$ cat src/rtl/dcpwm_pkg.sv
package dcpwm_pkg;

    // Byte select on the write port; the low bit picks low/high byte,
    // the high bit picks the compare channel.
    typedef enum logic [1:0] {
        ADDR_PULSE_HI  = 2'd0,
        ADDR_PULSE_LO  = 2'd1,
        ADDR_PERIOD_HI = 2'd2,
        ADDR_PERIOD_LO = 2'd3
    } reg_addr_e;

    localparam int N_CMP      = 2;
    localparam int CH_PULSE   = 0;
    localparam int CH_PERIOD  = 1;

endpackage

$ cat src/rtl/dcpwm_decode.sv
module dcpwm_decode
    import dcpwm_pkg::*;
(
    input  logic             wr_en_i,
    input  logic [1:0]       wr_addr_i,
    output logic [N_CMP-1:0] wr_hi_o,
    output logic [N_CMP-1:0] wr_lo_o
);

    always_comb begin
        wr_hi_o = '0;
        wr_lo_o = '0;
        if (wr_en_i) begin
            unique case (reg_addr_e'(wr_addr_i))
                ADDR_PULSE_HI:  wr_hi_o[CH_PULSE]  = 1'b1;
                ADDR_PULSE_LO:  wr_lo_o[CH_PULSE]  = 1'b1;
                ADDR_PERIOD_HI: wr_hi_o[CH_PERIOD] = 1'b1;
                ADDR_PERIOD_LO: wr_lo_o[CH_PERIOD] = 1'b1;
                default: ;
            endcase
        end
    end

endmodule

$ cat src/rtl/dcpwm_stage.sv
module dcpwm_stage #(
    parameter int BYTE_W = 8
) (
    input  logic                  clk_i,
    input  logic                  rst_ni,
    input  logic                  wr_hi_i,
    input  logic                  wr_lo_i,
    input  logic [BYTE_W-1:0]     wr_data_i,
    input  logic                  load_i,
    output logic [2*BYTE_W-1:0]   shadow_o,
    output logic                  locked_o
);

    localparam int VAL_W = 2 * BYTE_W;

    typedef struct packed {
        logic [VAL_W-1:0] stage;
        logic [VAL_W-1:0] shadow;
        logic             lock;
    } stage_t;

    stage_t st_d, st_q;

    always_comb begin
        st_d = st_q;
        // Period-end transfer uses the values held before this edge.
        if (load_i && !st_q.lock) begin
            st_d.shadow = st_q.stage;
        end
        if (wr_hi_i) begin
            st_d.stage[VAL_W-1:BYTE_W] = wr_data_i;
            st_d.lock                  = 1'b1;
        end
        if (wr_lo_i) begin
            st_d.stage[BYTE_W-1:0] = wr_data_i;
            st_d.lock              = 1'b0;
        end
    end

    always_ff @(posedge clk_i or negedge rst_ni) begin
        if (!rst_ni) begin
            st_q <= '0;
        end else begin
            st_q <= st_d;
        end
    end

    assign shadow_o = st_q.shadow;
    assign locked_o = st_q.lock;

endmodule

$ cat src/rtl/dcpwm_core.sv
module dcpwm_core #(
    parameter int               CNT_W  = 16,
    parameter logic [CNT_W-1:0] RELOAD = 16'hFFFC
) (
    input  logic             clk_i,
    input  logic             rst_ni,
    input  logic             tick_i,
    input  logic             active_i,
    input  logic [CNT_W-1:0] pulse_cmp_i,
    input  logic [CNT_W-1:0] period_cmp_i,
    input  logic             lvl_pulse_i,
    input  logic             lvl_period_i,
    output logic [CNT_W-1:0] count_o,
    output logic             pin_o,
    output logic             period_end_o
);

    typedef struct packed {
        logic [CNT_W-1:0] cnt;
        logic             pin;
    } core_t;

    core_t cr_d, cr_q;
    logic  hit_period, hit_pulse;

    always_comb begin
        hit_period = tick_i && active_i && (cr_q.cnt == period_cmp_i);
        hit_pulse  = tick_i && active_i && (cr_q.cnt == pulse_cmp_i);

        cr_d = cr_q;
        if (tick_i) begin
            cr_d.cnt = cr_q.cnt + CNT_W'(1);
        end
        if (hit_period) begin
            cr_d.cnt = RELOAD;
        end

        if (!active_i) begin
            cr_d.pin = 1'b0;
        end else if (hit_period) begin
            cr_d.pin = lvl_period_i;
        end else if (hit_pulse) begin
            cr_d.pin = lvl_pulse_i;
        end
    end

    always_ff @(posedge clk_i or negedge rst_ni) begin
        if (!rst_ni) begin
            cr_q.cnt <= RELOAD;
            cr_q.pin <= 1'b0;
        end else begin
            cr_q <= cr_d;
        end
    end

    assign count_o      = cr_q.cnt;
    assign pin_o        = cr_q.pin;
    assign period_end_o = hit_period;

endmodule

$ cat src/rtl/dcpwm_timer.sv
module dcpwm_timer
    import dcpwm_pkg::*;
#(
    parameter int BYTE_W      = 8,
    parameter int RELOAD_BACK = 4
) (
    input  logic                clk_i,
    input  logic                rst_ni,
    input  logic                tick_i,
    input  logic                wr_en_i,
    input  logic [1:0]          wr_addr_i,
    input  logic [BYTE_W-1:0]   wr_data_i,
    input  logic                pwm_en_i,
    input  logic                out_en_i,
    input  logic                lvl_pulse_i,
    input  logic                lvl_period_i,
    output logic [2*BYTE_W-1:0] count_o,
    output logic                pwm_o
);

    localparam int               CNT_W  = 2 * BYTE_W;
    localparam logic [CNT_W-1:0] RELOAD = CNT_W'(0) - CNT_W'(RELOAD_BACK);

    logic [N_CMP-1:0] wr_hi, wr_lo, locked;
    logic [CNT_W-1:0] shadow [N_CMP];
    logic [CNT_W-1:0] pulse_shd, period_shd;
    logic             period_end;
    logic             active;

    assign active = pwm_en_i && out_en_i;

    dcpwm_decode u_dec (
        .wr_en_i   (wr_en_i),
        .wr_addr_i (wr_addr_i),
        .wr_hi_o   (wr_hi),
        .wr_lo_o   (wr_lo)
    );

    for (genvar ch = 0; ch < N_CMP; ch++) begin : g_cmp
        dcpwm_stage #(.BYTE_W(BYTE_W)) u_stage (
            .clk_i     (clk_i),
            .rst_ni    (rst_ni),
            .wr_hi_i   (wr_hi[ch]),
            .wr_lo_i   (wr_lo[ch]),
            .wr_data_i (wr_data_i),
            .load_i    (period_end),
            .shadow_o  (shadow[ch]),
            .locked_o  (locked[ch])
        );
    end

    assign pulse_shd  = shadow[CH_PULSE];
    assign period_shd = shadow[CH_PERIOD];

    dcpwm_core #(.CNT_W(CNT_W), .RELOAD(RELOAD)) u_core (
        .clk_i        (clk_i),
        .rst_ni       (rst_ni),
        .tick_i       (tick_i),
        .active_i     (active),
        .pulse_cmp_i  (pulse_shd),
        .period_cmp_i (period_shd),
        .lvl_pulse_i  (lvl_pulse_i),
        .lvl_period_i (lvl_period_i),
        .count_o      (count_o),
        .pin_o        (pwm_o),
        .period_end_o (period_end)
    );

endmodule

$ cat config.mk
export PLATFORM = sky130hd
export DESIGN_NAME = dcpwm_timer
export DESIGN_NICKNAME = d
export VERILOG_FILES = /design/src/rtl/dcpwm_pkg.sv /design/src/rtl/dcpwm_decode.sv /design/src/rtl/dcpwm_stage.sv /design/src/rtl/dcpwm_core.sv /design/src/rtl/dcpwm_timer.sv
export SDC_FILE = /design/constraint.sdc
export NUM_CORES = 1
export LEC_CHECK = 0
export ABC_AREA = 0
export BUFFER_PORTS_ARGS = -buffer_cell sky130_fd_sc_hd__clkbuf_2
export CAP_MARGIN = 20
export CORE_MARGIN = 4
export CORE_UTILIZATION = 59
export CTS_BUF_LIST = sky130_fd_sc_hd__clkbuf_16
export CTS_CLUSTER_DIAMETER = 80
export DETAILED_ROUTE_END_ITERATION = 7
export PLACE_DENSITY_LB_ADDON = 0.08
export SLEW_MARGIN = 10
export SYNTH_ARGS = -nofsm -noshare
export SYNTH_HDL_FRONTEND = slang
export SYNTH_SLANG_ARGS = --single-unit
$ cat constraint.sdc
create_clock -name clk_i -period 2.54 [get_ports clk_i]
set_input_delay 0.381 -clock clk_i [delete_from_list [all_inputs] [get_ports clk_i]]
set_output_delay 0.381 -clock clk_i [all_outputs]
set_load 0.005 [all_outputs]
==> results of run 1 <==
-- per-stage QoR --
stage	power [mW]	util	area (µm²)	hold slack, ns
floorplan	1.93	-	3730	0.0854
finish	3.29	0.711	4280	0.0364
detailed placement	2.15	0.666	4010	0.400
global route	3.44	0.711	4280	0.0621
global placement	2.13	0.666	4010	0.401
CTS	3.32	0.711	4280	0.0467
-- worst paths after layout --
check / startpoint / depth (start not counted) / slack [ns] / to
worst max-delay path: u_core.count_o[7] / 6 / 0.26 / g_cmp[0].u_stage.shadow_o[12]
worst min-delay path: rst_ni / 1 / 0.04 / u_core.count_o[1]
worst max register to register: u_core.count_o[7] / 6 / 0.26 / g_cmp[0].u_stage.shadow_o[12]
worst min register to register: g_cmp[0].u_stage.st_q[18] / 1 / 0.50 / g_cmp[0].u_stage.shadow_o[1]
max in group asynchronous: rst_ni / 2 / 1.91 / g_cmp[0].u_stage.st_q[29]
min in group clk_i: wr_data_i[5] / 2 / 0.32 / g_cmp[1].u_stage.st_q[30]
-- critical path, stage by stage, from the launching register on --
cell,delay (ns)
dfstp_2,0.61
xor2_1,0.09
nor4_1,0.26
nand3_1,0.35
nor3_4,0.27
buf_4,0.22
mux2_2,0.36
-- where the power goes --
part / switching (mW) / internal [mW]
sequential: 0.131 / 1.50
clock: 0.507 / 0.657
combinational: 0.236 / 0.255
-- cell type report --
cell class / count / share of cell area
repair buffers: 47 / 0.0660
flip-flops and latches: 83 / 0.489
inverters: 1 / 0.000876
clock inverters: 7 / 0.0102
multi-input cells: 182 / 0.359
well taps: 75 / 0.0219
clock buffers: 9 / 0.0526
-- cell families (layout without fill, tap and decap cells) --
kind of cell    after synthesis  in the layout  synth area share
xor+xnor                     45             45             0.106
buf+inv                      15             64            0.0252
compound gates                8              8            0.0165
flops                        83             83             0.562
simple gates                 63             63            0.0913
fa+ha+maj                     1              1           0.00336
mux                          65             65             0.196
-- synthesized netlist by cell type (all sizes together), types with 2 or more instances --
master | instances | share of area
o21ai | 2 | 0.0027
mux2 | 64 | 0.19
or2 | 2 | 0.0034
dfrtp | 69 | 0.46
nor4 | 4 | 0.0067
xor2 | 26 | 0.061
nand2b | 2 | 0.0034
and3 | 3 | 0.0057
nor2 | 2 | 0.0020
nand3 | 12 | 0.016
nor3 | 5 | 0.013
dfstp | 14 | 0.099
xnor2 | 19 | 0.045
nand4 | 7 | 0.012
clkbuf | 6 | 0.0060
buf | 8 | 0.018
nand2 | 22 | 0.022
-- state kept, by name, indices dropped and copies added (netlist names) --
register	count
g_cmp.u_stage.locked_o	2
u_core.count_o	16
g_cmp.u_stage.st_q	32
u_core.pin_o	1
g_cmp.u_stage.shadow_o	32
-- per-layer routing --
layer  vias to the layer above  part of all wire  GRT usage
met5                         -                 0          0
met4                         0             0.015     0.0725
met3                        10             0.041     0.0530
met2                        38              0.49      0.353
met1                      1156              0.45      0.300
li1                       1059                 -          -
==> results.json, run 1 <==
{
  "fillCellCount": 424,
  "dp_cells": 388,
  "portBuffers": 34,
  "p_leak_nw": 2.11,
  "numCtsBuffers": 9,
  "grt_usage": 0.222,
  "finalCriticalPeriod_ns": 2.28,
  "insertion_delay_ns": 0.33,
  "drt-initial-drc-count": 107,
  "detail-route-antenna-nets": 0,
  "worst_slack_ns": 0.258,
  "drt_wl_total_um": 7410,
  "row_count": 28,
  "tightest_slew_ns": 0.562,
  "cts_resized": 0,
  "drt_first_pass_iters": 4,
  "die_h_um": 87.5,
  "htreeDepth": 3,
  "end_kind": "flip-flop",
  "final_nets": 343,
  "setup_viol": 0,
  "multiInputGateArea_mm2": 0.00154,
  "antenna_found_initial": 0,
  "drc_errors": 0,
  "syn_nets": 299,
  "final_max_slew_viol_count": 0,
  "start_util": 0.619,
  "synth_edf_count": 0,
  "syn2layout_area_growth_pct": 14.9,
  "via_per_inst": 5.60,
  "first_global_vias": 2373,
  "slew_headroom": 0.624,
  "wire_per_inst_um": 18.3,
  "ir_drop_uv": 484,
  "drive_above_1_share": 0.444,
  "pre_cts_ws_ns": 0.272,
  "die_x_um": 87.5,
  "cts_tree": "done",
  "die-area_mm2": 0.00765,
  "fp.coreArea_mm2": 0.00603,
  "cts_root_buf": "clkbuf_16",
  "crit_path_start_kind": "flip-flop",
  "syn_area_per_cell_um2": 13.3,
  "syn_inst": 280,
  "place_hpwl_um": 5440,
  "fin_cells": 404,
  "diodes": 0,
  "place_congestion": 0.810,
  "clk_pin_slew_ns": 0.06,
  "final_cell_mix": "dfrtp_1 (69), mux2_2 (62), clkbuf_2 (33)",
  "status": "completed",
  "synth_warnings": 0,
  "cts_hold_buf": 0,
  "boundaryPins": 35,
  "fin_crit_sh": 0.899,
  "fmax_ghz": 0.438,
  "finalHoldViolCount": 0,
  "hold_path.class": "primary input to async pin",
  "crit_fanout": 10,
  "rsz0062_at_grt": "false",
  "post_cts_buffers": 0,
  "ys_types": 35,
  "regArea_mm2": 0.00209,
  "synth-async-reset-ratio": 1.00,
  "crit_type": "flip-flop to flip-flop",
  "synthesis.area_mm2": 0.00373,
  "setup_tns_ns": 0,
  "crit_arrival_ns": 2.50,
  "final_common_cell": "dfrtp_1",
  "skew_ns": 0.00579,
  "grt_start_max_net_pins": 43,
  "cp.required_ns": 2.75,
  "drv_cap": 0,
  "ys_seq_area_frac": 0.562,
  "power.density_mw_per_mm2": 767,
  "grt_pass1_wl_um": 12300,
  "gr-total-overflow": 0,
  "num_vias": 2263,
  "cts_max_path_buffers": 2,
  "ys.flop_type": "dfrtp_1",
  "clock_sink_count": 83,
  "ys_seq_elements": 83
}
(Power assumes the default switching activity.)
==> inputs of run 2 (changes only) <==
--- a/config.mk
+++ b/config.mk
@@ -13,6 +13,7 @@
 export CTS_BUF_LIST = sky130_fd_sc_hd__clkbuf_16
 export CTS_CLUSTER_DIAMETER = 80
 export DETAILED_ROUTE_END_ITERATION = 7
+export HOLD_SLACK_MARGIN = 0.06
 export PLACE_DENSITY_LB_ADDON = 0.08
 export SLEW_MARGIN = 10
 export SYNTH_ARGS = -nofsm -noshare
==> results.json, run 2 (synthesized netlist as in run 1, its figures left out) <==
{
  "hp-start": "wr_data_i[5]",
  "p_clk_frac": 0.354,
  "insertion_delay_ns": 0.33,
  "final_nets": 344,
  "crit_type": "flip-flop to flip-flop",
  "setup_viol": 0,
  "path_delay_family": "simple AND/OR/NAND/NOR gates",
  "finalHoldViolCount": 0,
  "final_cell_mix": "dfrtp_1 (69), mux2_2 (62), clkbuf_2 (33)",
  "clk_pin_slew_ns": 0.06,
  "crit_start": "u_core.count_o[7]",
  "drive_above_1_share": 0.442,
  "die-area_mm2": 0.00765,
  "grt_usage": 0.222,
  "place_hpwl_um": 5440,
  "cts_resized": 0,
  "wire_per_inst_um": 18.3,
  "start_util": 0.619,
  "combPwrFrac": 0.150,
  "worstPathCellList": "xor2_1, nor4_1, nand3_1, nor3_4, buf_4, mux2_2",
  "cp.required_ns": 2.75,
  "swShare": 0.266,
  "final_common_cell": "dfrtp_1",
  "finalCriticalPeriod_ns": 2.27,
  "drt-initial-drc-count": 115,
  "p_int_mw": 2.41,
  "slew_headroom": 0.624,
  "crit_arrival_ns": 2.48,
  "ir_drop_uv": 484,
  "first_global_vias": 2373,
  "cts_max_path_buffers": 2,
  "cts_tree": "done",
  "die_x_um": 87.5,
  "boundaryPins": 35,
  "hold_path.class": "primary input to flip-flop",
  "max_stage_delay_ns": 0.61,
  "detail-route-antenna-nets": 0,
  "drv_cap": 0,
  "drt_first_pass_iters": 4,
  "status": "completed",
  "grt_start_max_net_pins": 43,
  "fp.coreArea_mm2": 0.00603,
  "worstReg2RegStart": "u_core.count_o[7]",
  "worst_path_max_delay_cell": "dfstp_2",
  "die_h_um": 87.5,
  "num_vias": 2267,
  "diodes": 0,
  "crit_fanout": 10,
  "end_kind": "flip-flop",
  "rsz0062_at_grt": "false",
  "numCtsBuffers": 9,
  "grt_pass1_wl_um": 12300,
  "tightest_slew_ns": 0.562,
  "fillCellCount": 423,
  "final_max_slew_viol_count": 0,
  "htreeDepth": 3,
  "power.density_mw_per_mm2": 766,
  "portBuffers": 34,
  "gr-total-overflow": 0,
  "antenna_found_initial": 0,
  "drc_errors": 0,
  "seqPwrFrac": 0.496,
  "fmax_ghz": 0.440,
  "clock_sink_count": 83,
  "drt_wl_total_um": 7410,
  "cts_root_buf": "clkbuf_16",
  "p_leak_nw": 2.11,
  "p_switching_mw": 0.875,
  "syn2layout_area_growth_pct": 15.2,
  "via_per_inst": 5.60,
  "finalPower_mw": 3.29,
  "skew_ns": 0.00551,
  "fin_crit_sh": 0.894,
  "setup_tns_ns": 0,
  "crit_path_start_kind": "flip-flop",
  "place_congestion": 0.810,
  "cp_num_buf_inv": 1,
  "post_cts_buffers": 0,
  "row_count": 28
}
==> run 2: changes by cell type in the layout (fill, tap and decap cells not counted) <==
cell and delta:
dlygate4sd3_1 +1
==> run 2: worst paths after layout <==
check | to | slack, ns | cells after the start
min reg2reg | g_cmp[0].u_stage.shadow_o[1] | 0.50 | 1
max reg2reg | g_cmp[0].u_stage.shadow_o[12] | 0.27 | 6
max in group asynchronous | g_cmp[1].u_stage.st_q[29] | 1.36 | 3
min | g_cmp[1].u_stage.st_q[30] | 0.32 | 2
max | g_cmp[0].u_stage.shadow_o[12] | 0.27 | 6
min in group asynchronous | u_core.count_o[1] | 0.58 | 2
==> run 2: layer usage <==
metal,track usage,share of wire,vias to the layer above
met3,0.0530,0.038,10
met4,0.0725,0.015,0
met5,0,0,-
li1,-,-,1061
met2,0.353,0.49,36
met1,0.300,0.46,1160
==> run 2: area by class of cell <==
cell class                 count  area [µm²]  area share
tap                           75        93.8      0.0219
inverter                       1        3.75    0.000874
sequential                    83        2090       0.488
multi-input combinational    182        1540       0.358
clock buffer                   9         225      0.0525
clock inverter                 7        43.8      0.0102
timing repair buffer          48         293      0.0682
==> run 2: metrics by stage <==
step	area (µm²)	hold slack, ns	worst slack, ns	utilization	cells
after floorplan	3730	0.0854	0.334	-	280
after detailed placement	4010	0.400	0.272	0.666	388
after global placement	4010	0.401	0.316	0.666	388
after global routing	4290	0.332	0.0921	0.712	405
final	4290	0.323	0.269	0.712	405
after CTS	4290	0.314	0.249	0.712	405
==> run 2: power by group through the flow <==
stage	combinational, mW	clock, mW	sequential, mW
2_1_floorplan	0.336	0	1.59
3_3_place_gp	0.486	0	1.65
3_5_place_dp	0.497	0	1.65
4_1_cts	0.501	1.19	1.63
5_1_grt	0.553	1.24	1.65
6_report	0.494	1.16	1.63
==> run 2: timing repair <==
action | CTS | global route
hold buffers | 1 | 0
endpoints found under the hold margin | 27 | 0
endpoints found under the setup margin | 0 | 0
